`config.mk`:
```
export PLATFORM = sky130hd
export DESIGN_NAME = spi_fe_host
export DESIGN_NICKNAME = d
export VERILOG_FILES = /design/src/rtl/spi_fe_pkg.sv /design/src/rtl/spi_fe_divider.sv /design/src/rtl/spi_fe_guard.sv /design/src/rtl/spi_fe_shreg.sv /design/src/rtl/spi_fe_host.sv
export SDC_FILE = /design/constraint.sdc
export NUM_CORES = 1
export LEC_CHECK = 0
export BUFFER_PORTS_ARGS = -buffer_cell sky130_fd_sc_hd__buf_4
export CAP_MARGIN = 40
export CORE_UTILIZATION = 37
export DETAILED_ROUTE_END_ITERATION = 12
export MAX_ROUTING_LAYER = met4
export PLACE_DENSITY = 0.57
export SETUP_SLACK_MARGIN = 0.1
export SLEW_MARGIN = 40
export SYNTH_ARGS = -nofsm -noshare
export SYNTH_HDL_FRONTEND = slang
export SYNTH_SLANG_ARGS = --single-unit
```
`constraint.sdc`:
```
create_clock -name clk -period 2.5 [get_ports clk]
set_clock_uncertainty 0.1 [all_clocks]
set_input_delay 0.75 -clock clk [delete_from_list [all_inputs] [get_ports clk]]
set_output_delay 0.75 -clock clk [all_outputs]
set_load 0.005 [all_outputs]
```
`src/rtl/spi_fe_pkg.sv`:
```
`timescale 1ns/1ps
// Shared types and helpers for the falling-edge SPI host.
// Assumes nothing beyond IEEE 1800-2017 constant functions.
package spi_fe_pkg;

    // Transaction phases of the host sequencer.
    typedef enum logic [2:0] {
        ST_IDLE,
        ST_SETUP,
        ST_SHIFT,
        ST_WAIT,
        ST_HOLD
    } host_state_t;

    // Integer division rounded toward positive infinity.
    function automatic int ceil_div(input int num, input int den);
        return (num + den - 1) / den;
    endfunction

endpackage

```
`src/rtl/spi_fe_divider.sv`:
```
`timescale 1ns/1ps
// Half-period timer for the serial clock.
// Raises tick on the last cycle of each half period while run is high.
// Assumes HALF_DIV >= 2. The count is held at zero while run is low.
module spi_fe_divider #(
    parameter int HALF_DIV = 4
) (
    input  logic clk,
    input  logic rst_n,
    input  logic run,
    output logic tick
);
    localparam int CW = $clog2(HALF_DIV);
    localparam logic [CW-1:0] TOP = CW'(HALF_DIV - 1);

    logic [CW-1:0] cnt;

    assign tick = run && (cnt == TOP);

    // Count system cycles within the current half period.
    always_ff @(posedge clk) begin
        if (!rst_n || !run || tick) begin
            cnt <= '0;
        end else begin
            cnt <= cnt + 1'b1;
        end
    end
endmodule

```
`src/rtl/spi_fe_guard.sv`:
```
`timescale 1ns/1ps
// Guard-interval timer for chip-select setup and hold.
// done is high in the GUARD_CYC-th cycle of a continuous run.
// Assumes GUARD_CYC >= 1. The count clears whenever run is low.
module spi_fe_guard #(
    parameter int GUARD_CYC = 8
) (
    input  logic clk,
    input  logic rst_n,
    input  logic run,
    output logic done
);
    localparam int GW = $clog2(GUARD_CYC + 1);
    localparam logic [GW-1:0] LAST = GW'(GUARD_CYC - 1);

    logic [GW-1:0] cnt;

    assign done = run && (cnt == LAST);

    // Advance while the guard interval is running.
    always_ff @(posedge clk) begin
        if (!rst_n || !run) begin
            cnt <= '0;
        end else if (!done) begin
            cnt <= cnt + 1'b1;
        end
    end
endmodule

```
`src/rtl/spi_fe_shreg.sv`:
```
`timescale 1ns/1ps
// Combined transmit/receive shift register, MSB first.
// On shift, the outgoing bit leaves at the top and miso enters at the bottom.
// load wins over shift and restarts the bit count.
// Assumes DATA_W >= 2.
module spi_fe_shreg #(
    parameter int DATA_W = 8
) (
    input  logic              clk,
    input  logic              rst_n,
    input  logic              load,
    input  logic [DATA_W-1:0] load_data,
    input  logic              shift,
    input  logic              miso_in,
    output logic              mosi_out,
    output logic              byte_done,
    output logic [DATA_W-1:0] rx_data,
    output logic              rx_valid
);
    localparam int BW = $clog2(DATA_W);
    localparam logic [BW-1:0] LAST_BIT = BW'(DATA_W - 1);

    logic [DATA_W-1:0] sh;
    logic [BW-1:0]     bit_cnt;

    assign mosi_out  = sh[DATA_W-1];
    assign byte_done = shift && (bit_cnt == LAST_BIT);

    // Load a new byte or move one bit through the register.
    always_ff @(posedge clk) begin
        if (!rst_n) begin
            sh      <= '0;
            bit_cnt <= '0;
        end else if (load) begin
            sh      <= load_data;
            bit_cnt <= '0;
        end else if (shift) begin
            sh      <= {sh[DATA_W-2:0], miso_in};
            bit_cnt <= byte_done ? '0 : bit_cnt + 1'b1;
        end
    end

    // Present the completed received byte with a one-cycle strobe.
    always_ff @(posedge clk) begin
        if (!rst_n) begin
            rx_valid <= 1'b0;
            rx_data  <= '0;
        end else begin
            rx_valid <= byte_done;
            if (byte_done) begin
                rx_data <= {sh[DATA_W-2:0], miso_in};
            end
        end
    end
endmodule

```
`src/rtl/spi_fe_host.sv`:
```
`timescale 1ns/1ps
// SPI host: byte stream in, serial clock, data and chip selects out.
// Serial clock rests low. Data out changes and data in is captured on
// falling edges. Guard intervals of GUARD_CYC system cycles separate the
// chip-select edges from the first rise and the last fall.
// Assumes tx_* inputs follow valid/ready rules and miso is synchronous.
module spi_fe_host
    import spi_fe_pkg::*;
#(
    parameter int DATA_W   = 8,
    parameter int N_CS     = 2,
    parameter int HALF_DIV = 4,
    parameter int CLK_PS   = 4000,
    parameter int GUARD_PS = 30000,
    localparam int SEL_W   = (N_CS > 1) ? $clog2(N_CS) : 1
) (
    input  logic              clk,
    input  logic              rst_n,
    input  logic [DATA_W-1:0] tx_data,
    input  logic [SEL_W-1:0]  tx_sel,
    input  logic              tx_last,
    input  logic              tx_valid,
    output logic              tx_ready,
    output logic [DATA_W-1:0] rx_data,
    output logic              rx_valid,
    output logic              sclk,
    output logic              mosi,
    input  logic              miso,
    output logic [N_CS-1:0]   cs_n
);
    localparam int GUARD_CYC = ceil_div(GUARD_PS, CLK_PS);

    host_state_t state, state_nx;

    logic              half_tick, guard_done;
    logic              fall, rise, byte_done;
    logic              accept, idle_acc, pend_acc, pend_take, load;
    logic [DATA_W-1:0] load_data;
    logic [DATA_W-1:0] pend_data;
    logic              pend_full, pend_last;
    logic              cur_last, last_seen;
    logic [N_CS-1:0]   sel_dec;

    // One-hot decode of the requested chip select.
    for (genvar g = 0; g < N_CS; g++) begin : g_sel
        assign sel_dec[g] = (tx_sel == SEL_W'(g));
    end

    spi_fe_divider #(.HALF_DIV(HALF_DIV)) u_div (
        .clk   (clk),
        .rst_n (rst_n),
        .run   (state == ST_SHIFT),
        .tick  (half_tick)
    );

    spi_fe_guard #(.GUARD_CYC(GUARD_CYC)) u_guard (
        .clk   (clk),
        .rst_n (rst_n),
        .run   ((state == ST_SETUP) || (state == ST_HOLD)),
        .done  (guard_done)
    );

    spi_fe_shreg #(.DATA_W(DATA_W)) u_sh (
        .clk       (clk),
        .rst_n     (rst_n),
        .load      (load),
        .load_data (load_data),
        .shift     (fall),
        .miso_in   (miso),
        .mosi_out  (mosi),
        .byte_done (byte_done),
        .rx_data   (rx_data),
        .rx_valid  (rx_valid)
    );

    // Edge decisions and transmit handshake decode.
    always_comb begin
        fall      = (state == ST_SHIFT) && sclk && half_tick;
        rise      = (state == ST_SHIFT) && !sclk && half_tick;
        tx_ready  = (state == ST_IDLE) ||
                    (((state == ST_SETUP) || (state == ST_SHIFT) || (state == ST_WAIT))
                     && !pend_full && !last_seen);
        accept    = tx_valid && tx_ready;
        idle_acc  = accept && (state == ST_IDLE);
        pend_acc  = accept && (state != ST_IDLE);
        pend_take = pend_full &&
                    ((byte_done && !cur_last) || (state == ST_WAIT));
        load      = idle_acc || pend_take;
        load_data = (state == ST_IDLE) ? tx_data : pend_data;
    end

    // Next-phase selection for the sequencer.
    always_comb begin
        state_nx = state;
        unique case (state)
            ST_IDLE:  if (idle_acc)   state_nx = ST_SETUP;
            ST_SETUP: if (guard_done) state_nx = ST_SHIFT;
            ST_SHIFT: if (byte_done) begin
                          if (cur_last)       state_nx = ST_HOLD;
                          else if (pend_full) state_nx = ST_SHIFT;
                          else                state_nx = ST_WAIT;
                      end
            ST_WAIT:  if (pend_full)  state_nx = ST_SHIFT;
            ST_HOLD:  if (guard_done) state_nx = ST_IDLE;
            default:                  state_nx = ST_IDLE;
        endcase
    end

    // Sequencer state register.
    always_ff @(posedge clk) begin
        if (!rst_n) state <= ST_IDLE;
        else        state <= state_nx;
    end

    // Serial clock output register.
    always_ff @(posedge clk) begin
        if (!rst_n)                               sclk <= 1'b0;
        else if ((state == ST_SETUP) && guard_done) sclk <= 1'b1;
        else if (fall)                            sclk <= 1'b0;
        else if (rise)                            sclk <= 1'b1;
    end

    // Chip-select output register.
    always_ff @(posedge clk) begin
        if (!rst_n)                                cs_n <= '1;
        else if (idle_acc)                         cs_n <= ~sel_dec;
        else if ((state == ST_HOLD) && guard_done) cs_n <= '1;
    end

    // One-entry holding register for the next byte of a transaction.
    always_ff @(posedge clk) begin
        if (!rst_n) begin
            pend_full <= 1'b0;
            pend_last <= 1'b0;
            pend_data <= '0;
        end else if (pend_acc) begin
            pend_full <= 1'b1;
            pend_last <= tx_last;
            pend_data <= tx_data;
        end else if (pend_take) begin
            pend_full <= 1'b0;
        end
    end

    // Track whether the byte in flight and the transaction are finished.
    always_ff @(posedge clk) begin
        if (!rst_n) begin
            cur_last  <= 1'b0;
            last_seen <= 1'b0;
        end else begin
            if (idle_acc)       cur_last <= tx_last;
            else if (pend_take) cur_last <= pend_last;
            if (idle_acc)                  last_seen <= tx_last;
            else if (pend_acc && tx_last)  last_seen <= 1'b1;
        end
    end
endmodule

```
Word-level counts from Yosys, hierarchy flattened
Cells that the tools add are included.

word-level totals
  word-level logic and storage cells = 98
  output and inout port bits = 14
  register bits = 44

operators by class
  bitwise operators = 3
  $add $sub $neg = 3
  equal/unequal tests = 12
  reduce and logical (&&, ||, !) cells = 43
  mux-type cells = 23

operators with widths
  cell                                                                    count
  8-bit two-way mux                                                       3
  3-bit two-way mux                                                       7
  1-bit logical AND                                                       17
  3-bit one-hot mux with 5 select lines                                   1
  1-bit two-way mux                                                       10
  2-bit inequality test (second input constant)                           5
  2-bit nonzero test                                                      5
  1-bit logical OR                                                        9
  1-bit zero test                                                         7
  3-bit by 2-bit equality test with 1-bit output (second input constant)  2
  3-bit equality test (second input constant)                             2
  3-bit nonzero test                                                      2
  5-bit AND reduction                                                     1
  4-bit by 1-bit adder with 4-bit output (second input constant)          1
  4-bit by 3-bit equality test with 1-bit output (second input constant)  1
  2-bit two-way mux                                                       2
  3-bit by 1-bit adder with 3-bit output (second input constant)          1
  3-bit by 1-bit equality test with 1-bit output (second input constant)  1
  3-bit zero test                                                         1
  2-bit by 1-bit adder with 2-bit output (second input constant)          1
  2-bit equality test (second input constant)                             1
  1-bit NOT                                                               2
  2-bit NOT                                                               1
  2-bit OR reduction                                                      1

Longest topological paths before layout
Gate-level depths: netlist (run 1).

  depth in word-level cells = 11
  gate-level depth with buffers = 7
  depth with buffers taken out = 6

By module
Synthesis (run 1) repeated with hierarchy kept, for this count alone.

unflattened totals
  cell total of the unflattened synthesis = 223
  area, all modules = 2234.6 um^2

by module, submodules not included
  module          area each (um^2)  cells each  instances
  spi_fe_host     1068.5            110         1
  spi_fe_shreg    888.4             89          1
  spi_fe_guard    193.9             18          1
  spi_fe_divider  83.8              6           1

Worst setup path after synthesis (run 1)
OpenSTA, ideal clock, no wires.

  kind = reg2out
  from = reg state[2]
  to = out tx_ready
  arrival = 1047 ps
  slack = 603 ps
  cell stages (with the launch flop) = 5
  path buffers = 2
  cells stage by stage = dfxtp_1 > buf_6 > nor3_4 > buf_6 > or2_2

between the ends
  longest elaborated chain between the ends = 6
  elaborated cells between the ends (all ways) = 9

ends and longest elaborated chain
  what                                                                                                                     line                source
  from (decl)                                                                                                              spi_fe_host.sv:33   host_state_t state, state_nx;
  from (signal assigned)                                                                                                   spi_fe_host.sv:112  else state <= state_nx;
  3-bit by 1-bit equality test with 1-bit output / 3-bit by 2-bit equality test with 1-bit output (equally long branches)  spi_fe_host.sv:81   (((state == ST_SETUP) || (state == ST_SHIFT) || (state == ST_WAIT))
  1-bit logical OR (2 in series)                                                                                           spi_fe_host.sv:81
  1-bit logical AND (2 in series)                                                                                          spi_fe_host.sv:82   && !pend_full && !last_seen);
  1-bit logical OR *                                                                                                       spi_fe_host.sv:80   tx_ready = (state == ST_IDLE) ||
  to (decl)                                                                                                                spi_fe_host.sv:23   output logic tx_ready,

Mark *: on every way between the ends. The rest lies on a longest branch, timed or not.

Worst setup path after layout (run 1)
  from = reg state[1]
  to = out tx_ready

Same word-level chain as after synthesis.

==> run_results.csv, run 1 <==
group,metric,value,unit
run_status,status,"finished clean",
sta,holdWs,0.342,ns
finish,nNetsFinal,273,
finish,drive_above_1_share,26.2,%
power,seq_power_share,50.9,%
critical_path,arrival,1.42,ns
critical_path,crit_chain,"nor3_4 > or2_2 > buf_4",
hold_path,worstHoldPathCells,1,
yosys,yosysSeqAreaShare,41.2,%
clock_network,post_cts_buffers,0,
yosys,synth_area_leaders,"dfxtp_1 41%, nand2_1 7.4%, a221oi_2 6.3%",
placement,portBuffers,27,
clock_network,tritoncts,"yes",
clock_network,clockBufferDepth,2,
power,ir_drop,407,uV
finish,insertedDiodeCount,0,
clock_network,root_buffer,"clkbuf_8",
power,swShare,24.9,%
clock_network,cts_resized,0,
yosys,yosysWarningCount,0,
sta,hold_viol_final,0,
sta,setup_viol,0,
clock_network,holdBufCountCts,0,
clock_network,cts_max_level,2,
power,leakagePower,0.925,nW
drt,vias,1666,
clock_network,clk_latency,0.30,ns
floorplan,die_width,78.0,um
sta,max_clock_freq,0.440,GHz
critical_path,crit_cells,3,
grt,use_met2,25.0,%
yosys,synth_cells,228,
clock_network,cts_sinks,44,
drt,drc,0,
power,clkPwrFrac,37.5,%
drt,first_pass_iters,4,
yosys,avgSynthCellArea,9.38,um2
clock_network,cts_buffers,5,
power,switchingPower,0.370,mW
power,combPwrFrac,11.7,%
critical_path,worstPathMaxFanout,11,
drt,via_per_inst,5.08,
floorplan,start_util,38.6,%
placement,gp_congestion,0.786,
critical_path,endpoint_kind,"output port",
yosys,yosysTopAreaCellShare,41.2,%
finish,fillerInstances,583,
yosys,syn-cell-area,0.00214,mm2
sta,drv_slew,0,
drt,ant_nets,0,
grt,grt_pass1_wl,7940,um
yosys,synth_ff_type,"dfxtp_1",
sta,tightest_slew,0.567,ns
floorplan,row_count,27,
critical_path,r2r_cells,4,
sta,grt_setup_unrepaired,"no",
hold_path,hold_class,"reg2reg",
grt,grt.overflow.total,0,
grt,top_usage_layer,"met2",
grt,antenna_found_initial,0,
finish,syn_to_final_growth,17.6,%
critical_path,critPathBufInv,1,
grt,grt_pass1_vias,1626,
yosys,synth_cell_type_count,42,
yosys,synth_nets,246,
yosys,yosysMostFrequentCell,"dfxtp_1",
drt,wl_per_cell,13.8,um
floorplan,core,0.00554,mm2
critical_path,crit_family,"flip-flops",
floorplan,die_y,78.0,um
sta,layout_min_cycle_time,2.27,ns
yosys,yosysTopAreaCell,"dfxtp_1",
critical_path,crit_slowest_cell,"dfxtp_1",
sta,fin_tns_setup,0,ns
floorplan,pin_count,28,
power,power.density,590,mW/mm2
flow_run,maxCapViolations,0,
grt,grtUsageMet3,3.26,%
clock_network,clkSlewWorstSetupHoldPaths,0.08,ns
yosys,synthTopCellsByCount,"44 x dfxtp_1, 42 x nand2_1, 16 x a21oi_1, 16 x nor2_1, 11 x mux2i_1",
floorplan,fp.dieArea,0.00609,mm2
sta,layout_setup_ws,0.229,ns
yosys,ys_ff_latch,44,
yosys,synth_edf_count,0,
grt,grt_usage,16.9,%
power,intPower,1.11,mW
placement,dp.cells,320,
critical_path,cpPeakStageDelay,0.64,ns
yosys,synthArstFlopShare,0,%
finish,finalNonFillerCells,328,
critical_path,critical_path_class,"reg2out",
grt,grt_max_degree,32,
drt,drtIter0Drc,108,
critical_path,critPathRequiredTime,1.65,ns
placement,dp_hpwl,3280,um
placement,pre_cts_slack,0.246,ns
grt,globalRouteMet1Util,23.1,%
drt,routed_wl,4540,um
critical_path,start_kind,"flop",
sta,slew_headroom,62.2,%
sta,fin_crit_sh,90.8,%
-- per-layer routing --
metal  vias to the layer above  share of wire (%)
met5                         -                  0
met4                         0               0.95
met3                         5                3.2
met2                        28                 43
met1                       767                 53
li1                        866                  -
-- stage by stage --
step,instance area (um2),utilization [%],total power [mW]
4_1_cts,2510,45.4,1.51
2_1_floorplan,2140,-,0.888
5_1_grt,2510,45.4,1.55
6_report,2510,45.4,1.48
3_3_place_gp,2400,43.3,0.943
3_5_place_dp,2400,43.3,0.946
-- power by group through the flow --
stage | sequential, mW | clock, mW | combinational, mW
global placement | 0.771 | 0 | 0.172
finish | 0.755 | 0.556 | 0.173
CTS | 0.755 | 0.577 | 0.175
floorplan | 0.761 | 0 | 0.127
global route | 0.759 | 0.604 | 0.191
detailed placement | 0.771 | 0 | 0.175
-- sequential cells by signal, summed over array words and instances (netlist names) --
signal         count
pend_data          8
pend_last          1
pend_full          1
last_seen          1
u_guard.cnt        4
u_sh.rx_valid      1
state              3
u_sh.rx_data       8
sclk               1
cur_last           1
u_sh.sh            8
u_div.cnt          2
u_sh.bit_cnt       3
cs_n               2
-- final timing paths --
path / start / to / slack (ns)
max: state[1] / tx_ready / 0.23
min: u_div.cnt[0] / u_div.cnt[0] / 0.34
max reg2reg: state[1] / cur_last / 0.39
min reg2reg: u_div.cnt[0] / u_div.cnt[0] / 0.34
-- final cells by class --
class                      instances  area [um2]  share of cell area (%)
multi-input combinational        164        1140                    45.4
sequential                        44         882                    35.1
timing repair buffer              36         270                    10.7
tap                               72        90.1                    3.58
clock buffer                       5        68.8                    2.74
clock inverter                     3        46.3                    1.84
inverter                           4        15.0                   0.597
-- cells by family after synthesis --
logic type	count (synthesis)	share of synthesized area (%)
DFF	44	41.2
AOI/OAI and AO/OA	52	22.1
adders and majority gates	4	2.34
and+or+nand+nor	95	23.1
muxes	11	5.15
buffers and inverters	20	5.38
xor gates and xnor gates	2	0.819
-- cell usage in the layout (no fill, tap or decap), types with 2 or more instances in the layout --
master,netlist,routed
and3_1,3,3
or3_1,2,2
o21ai_0,8,8
a221oi_2,9,9
nand2_1,42,42
nor2b_1,9,9
ha_1,4,4
clkbuf_8,0,5
nor3_1,3,3
dfxtp_1,44,43
xnor2_1,2,2
nand3_1,4,4
and2_1,3,3
inv_1,4,4
nand3b_1,4,4
a311oi_2,8,8
nor2_1,16,16
buf_4,3,36
a21oi_1,16,16
mux2i_1,11,11
Power figures use the tool's default switching activity.
==> run 2, diff against run 1 <==
--- a/config.mk
+++ b/config.mk
@@ -9,7 +9,6 @@
 export CAP_MARGIN = 40
 export CORE_UTILIZATION = 37
 export DETAILED_ROUTE_END_ITERATION = 12
-export MAX_ROUTING_LAYER = met4
 export PLACE_DENSITY = 0.57
 export SETUP_SLACK_MARGIN = 0.1
 export SLEW_MARGIN = 40
==> run 2 against run 1 <==
- final area is the same
- clock-buffer cell count is the same
- largest power group unchanged
- sequential share of layout area is the same
- die area is the same
- critical endpoint unchanged
- fmax shrank 0.27%
- combinational power is essentially flat
- global-route usage shrank 0.49 points
- final cell count is the same
- total power is essentially flat
==> run_results.csv, run 2 (synthesis gave the netlist of run 1 again) <==
group,metric,value,unit
sta,grt_setup_unrepaired,"no",
floorplan,fp.dieArea,0.00609,mm2
drt,drtIter0Drc,106,
clock_network,clockBufferDepth,2,
sta,max_clock_freq,0.439,GHz
critical_path,crit_slowest_cell,"dfxtp_1",
critical_path,endpoint_kind,"output port",
clock_network,root_buffer,"clkbuf_8",
sta,hold_viol_final,0,
clock_network,clkSlewWorstSetupHoldPaths,0.08,ns
finish,reg_top3,"pend_data: 8 flops, u_sh.rx_data: 8 flops, u_sh.sh: 8 flops",
floorplan,die_width,78.0,um
critical_path,crit_chain,"nor3_4 > or2_2 > buf_4",
critical_path,critPathBufInv,1,
finish,nNetsFinal,273,
clock_network,post_cts_buffers,0,
critical_path,crit_start,"state[1]",
placement,pre_cts_slack,0.246,ns
sta,slew_headroom,62.4,%
drt,via_per_inst,5.10,
grt,grt.overflow.total,0,
run_status,status,"finished clean",
critical_path,critical_path_class,"reg2out",
placement,portBuffers,27,
critical_path,r2r_start,"state[1]",
grt,grt_max_degree,32,
placement,gp_congestion,0.775,
clock_network,cts_max_level,2,
drt,routed_wl,4530,um
sta,holdWs,0.339,ns
floorplan,die_y,78.0,um
clock_network,clk_latency,0.30,ns
power,power.density,590,mW/mm2
finish,final_common_cell,"dfxtp_1",
finish,finalNonFillerCells,328,
critical_path,cpPeakStageDelay,0.64,ns
clock_network,cts_sinks,44,
floorplan,core,0.00554,mm2
finish,drive_above_1_share,26.2,%
clock_network,tritoncts,"yes",
grt,grt_pass1_vias,1630,
clock_network,holdBufCountCts,0,
floorplan,start_util,38.6,%
critical_path,critPathRequiredTime,1.65,ns
critical_path,start_kind,"flop",
sta,fin_tns_setup,0,ns
clock_network,cts_resized,0,
floorplan,pin_count,28,
drt,vias,1673,
critical_path,arrival,1.43,ns
sta,tightest_slew,0.564,ns
drt,ant_nets,0,
grt,grt_usage,16.4,%
drt,first_pass_iters,4,
critical_path,worstPathMaxFanout,11,
sta,layout_setup_ws,0.223,ns
power,leakagePower,0.925,nW
placement,dp.cells,320,
grt,antenna_found_initial,0,
finish,layout_common_cells,"43 x dfxtp_1, 42 x nand2_1, 36 x buf_4, 16 x a21oi_1, 16 x nor2_1",
finish,insertedDiodeCount,0,
clock_network,cts_buffers,5,
floorplan,row_count,27,
finish,fillerInstances,583,
hold_path,min-delay-start,"u_div.cnt[0]",
sta,fin_crit_sh,91.1,%
sta,drv_slew,0,
flow_run,maxCapViolations,0,
finish,syn_to_final_growth,17.6,%
placement,dp_hpwl,3280,um
power,ir_drop,407,uV
drt,wl_per_cell,13.8,um
grt,grt_pass1_wl,7920,um
sta,layout_min_cycle_time,2.28,ns
critical_path,crit_family,"flip-flops",
hold_path,hold_class,"reg2reg",
drt,drc,0,
sta,setup_viol,0,
-- run 2: cell counts in the layout (fill, tap and decap cells not counted) --
No cell type changed its count.
-- run 2: area by class of cell --
type	count	area, um2	share of cell area (%)
Tap cell	72	90.1	3.58
Clock buffer	5	68.8	2.74
Sequential cell	44	882	35.1
Clock inverter	3	46.3	1.84
Inverter	4	15.0	0.597
Multi-Input combinational cell	164	1140	45.4
Timing Repair Buffer	36	270	10.7
-- run 2: final timing paths --
kind,to,slack (ns),cells past startpoint
worst min register to register,u_div.cnt[0],0.34,1
worst max-delay path,tx_ready,0.22,3
worst max register to register,cur_last,0.39,4
worst min-delay path,u_div.cnt[0],0.34,1
-- run 2: stage by stage --
stage	power, mW	cell area [um2]	utilization (%)
5_1_grt	1.55	2510	45.4
4_1_cts	1.51	2510	45.4
3_3_place_gp	0.943	2400	43.3
6_report	1.48	2510	45.4
3_5_place_dp	0.946	2400	43.3
2_1_floorplan	0.888	2140	-
-- run 2: per-layer routing --
| metal | global-route usage, % | vias up | wire [um] |
|---|---|---|---|
| met3 | 3.37 | 5 | 183 |
| met1 | 23.0 | 766 | 2350 |
| met4 | 5.56 | 0 | 43 |
| li1 | - | 867 | - |
| met2 | 25.0 | 35 | 1950 |
| met5 | 0 | - | 0 |
-- run 2: report_power, final --
part	internal [mW]	switching (mW)	total, mW
registers	0.729	0.0257	0.755
logic	0.0841	0.0890	0.173
clock network	0.301	0.255	0.556
-- run 2: worst reg2reg max path: cells and delay by family, from the launching register on --
family / cells / cell delay [ns]
flip-flops: 1 / 0.64
AO/OA/AOI/OAI: 1 / 0.29
AND/OR/NAND/NOR: 3 / 1.00
==> run 3, diff against run 2 <==
--- a/config.mk
+++ b/config.mk
@@ -14,4 +14,5 @@
 export SLEW_MARGIN = 40
 export SYNTH_ARGS = -nofsm -noshare
 export SYNTH_HDL_FRONTEND = slang
+export SYNTH_HIERARCHICAL = 1
 export SYNTH_SLANG_ARGS = --single-unit
==> run 3 against run 2 <==
- flip-flop and latch count unchanged
- clock-buffer cell count up 1
- sequential power up 18%
- non-clock buffer count down 2
- first-iteration DRC count down 38%
- worst setup slack better by 0.026 ns
- sequential share of layout area down 0.82 points
- global-route usage down 2.4 points
- critical path depth up 1
- final cell count down 1.8%
- clock power down 15%
==> run_results.csv, run 3 <==
group,metric,value,unit
drt,ant_nets,0,
finish,insertedDiodeCount,0,
yosys,yosysMostFrequentCell,"dfxtp_1",
yosys,yosysSeqAreaShare,39.4,%
yosys,syn-cell-area,0.00223,mm2
run_status,status,"finished clean",
drt,drtIter0Drc,66,
power,finalPower,2.08,mW
clock_network,holdBufCountCts,0,
finish,final_common_cell,"dfxtp_1",
critical_path,crit_cells,4,
critical_path,crit_family,"buffers and inverters",
clock_network,clockBufferDepth,2,
clock_network,cts_buffers,5,
critical_path,start_kind,"flop",
grt,globalRouteMet1Util,21.7,%
placement,dp_hpwl,2760,um
yosys,synth_nets,241,
sta,max_clock_freq,0.444,GHz
floorplan,row_count,27,
drt,wl_per_cell,12.8,um
clock_network,post_cts_buffers,0,
critical_path,crit_chain,"buf_4 > nor3_2 > or2_2 > buf_4",
clock_network,clk_latency,0.30,ns
clock_network,root_buffer,"clkbuf_8",
finish,nNetsFinal,267,
power,clkPwrFrac,22.8,%
critical_path,r2r_cells,9,
yosys,synth_cells,223,
critical_path,cpPeakStageDelay,0.36,ns
flow_run,maxCapViolations,0,
yosys,ys_ff_latch,44,
power,leakagePower,1.01,nW
sta,grt_setup_unrepaired,"no",
yosys,synth_edf_count,0,
placement,dp.cells,314,
critical_path,critical_path_class,"reg2out",
finish,layout_common_cells,"44 x dfxtp_1, 34 x buf_4, 23 x mux2i_1, 18 x nor2b_1, 15 x a21oi_1",
power,seq_power_share,43.1,%
drt,drc,0,
drt,routed_wl,4120,um
clock_network,clkSlewWorstSetupHoldPaths,0.09,ns
grt,grtUsageMet3,3.09,%
sta,fin_tns_setup,0,ns
yosys,synth_area_leaders,"dfxtp_1 39%, mux2i_1 10%, nor2b_1 5.0%",
grt,grt_pass1_wl,7000,um
critical_path,endpoint_kind,"output port",
hold_path,hold_class,"reg2reg",
critical_path,crit_slowest_cell,"dfxtp_1",
sta,setup_viol,0,
finish,syn_to_final_growth,15.1,%
placement,portBuffers,27,
sta,fin_crit_sh,90.1,%
yosys,synth_cell_type_count,47,
finish,finalNonFillerCells,322,
yosys,avgSynthCellArea,10.0,um2
floorplan,pin_count,28,
floorplan,core,0.00568,mm2
floorplan,die_y,79.7,um
yosys,synth_ff_type,"dfxtp_1",
finish,reg_top3,"pend_data: 8 flops, u_sh/rx_data: 8 flops, u_sh/sh: 8 flops",
grt,grt_pass1_vias,1428,
sta,layout_min_cycle_time,2.25,ns
yosys,yosysTopAreaCellShare,39.4,%
critical_path,critPathRequiredTime,1.65,ns
grt,grt_max_degree,31,
yosys,synthArstFlopShare,0,%
drt,via_per_inst,4.90,
sta,tightest_slew,0.486,ns
grt,antenna_found_initial,0,
yosys,yosysTopAreaCell,"dfxtp_1",
power,power.density,807,mW/mm2
sta,holdWs,0.375,ns
power,intPower,1.38,mW
critical_path,critPathBufInv,2,
grt,top_usage_layer,"met1",
clock_network,cts_resized,0,
drt,first_pass_iters,4,
critical_path,worstPathMaxFanout,15,
clock_network,tritoncts,"yes",
sta,drv_slew,0,
drt,vias,1577,
critical_path,arrival,1.40,ns
yosys,yosysWarningCount,6,
floorplan,fp.dieArea,0.00635,mm2
floorplan,start_util,39.4,%
finish,fin_util,45.3,%
floorplan,die_width,79.7,um
power,swShare,33.6,%
critical_path,crit_path_frequent_cell,"buf_4",
power,combPwrFrac,34.2,%
power,switchingPower,0.698,mW
yosys,synthTopCellsByCount,"44 x dfxtp_1, 23 x mux2i_1, 18 x nor2b_1, 15 x a21oi_1, 12 x nand3_1",
placement,gp_congestion,0.721,
finish,drive_above_1_share,27.2,%
grt,grt_usage,14.0,%
grt,use_met2,18.4,%
clock_network,cts_max_level,2,
clock_network,cts_sinks,44,
sta,hold_viol_final,0,
hold_path,worstHoldPathCells,2,
power,ir_drop,393,uV
grt,grt.overflow.total,0,
sta,slew_headroom,67.6,%
-- run 3: cells by family (layout without fill, tap and decap cells) --
family | after synthesis | count (layout) | synth area share, %
muxes | 31 | 31 | 14.3
and+or+nand+nor | 73 | 73 | 21.6
adders and majority gates | 4 | 4 | 2.24
AOI/OAI and AO/OA | 48 | 48 | 15.3
buffers and inverters | 19 | 46 | 5.60
xor gates and xnor gates | 4 | 4 | 1.57
DFF | 44 | 44 | 39.4
-- run 3: cell type report --
type / count / area (um2)
clock inverter: 2 / 15.0
sequential: 44 / 881
clock buffer: 6 / 82.6
timing repair buffer: 34 / 255
tap: 72 / 90.1
multi-input combinational: 160 / 1230
inverter: 4 / 16.3
fill: 573 / 3100
-- run 3: worst min-delay path: cells and delay by family, from the launching register on --
| family | cells | cell delay (ns) |
|---|---|---|
| AOI/OAI and AO/OA | 1 | 0.05 |
| DFF | 1 | 0.33 |
| and+or+nand+nor | 1 | 0.06 |
-- run 3: worst paths after layout --
check | from | endpoint | slack (ns)
max | state[0] | tx_ready | 0.25
min reg2reg | last_seen | last_seen | 0.37
max reg2reg | state[2] | u_sh/sh[6] | 0.43
min | last_seen | last_seen | 0.37
-- run 3: power groups by stage --
| stage | Clock, mW | Combinational [mW] | Sequential, mW |
|---|---|---|---|
| 6_report | 0.472 | 0.709 | 0.894 |
| 3_3_place_gp | 0 | 0.706 | 0.906 |
| 4_1_cts | 0.494 | 0.709 | 0.894 |
| 3_5_place_dp | 0 | 0.704 | 0.909 |
| 2_1_floorplan | 0 | 0.578 | 0.892 |
| 5_1_grt | 0.517 | 0.784 | 0.912 |
-- run 3: layer usage --
metal / part of all wire, % / up-vias
met2: 39 / 23
met3: 3.4 / 4
met5: 0 / -
li1: - / 838
met1: 56 / 712
met4: 1.1 / 0
-- run 3: metrics by stage --
stage                     cell area (um2)  worst slack (ns)
after floorplan                      2240             0.106
after detailed placement             2470             0.331
after global placement               2470             0.411
after global routing                 2570             0.195
final                                2570             0.249
after CTS                            2570             0.244
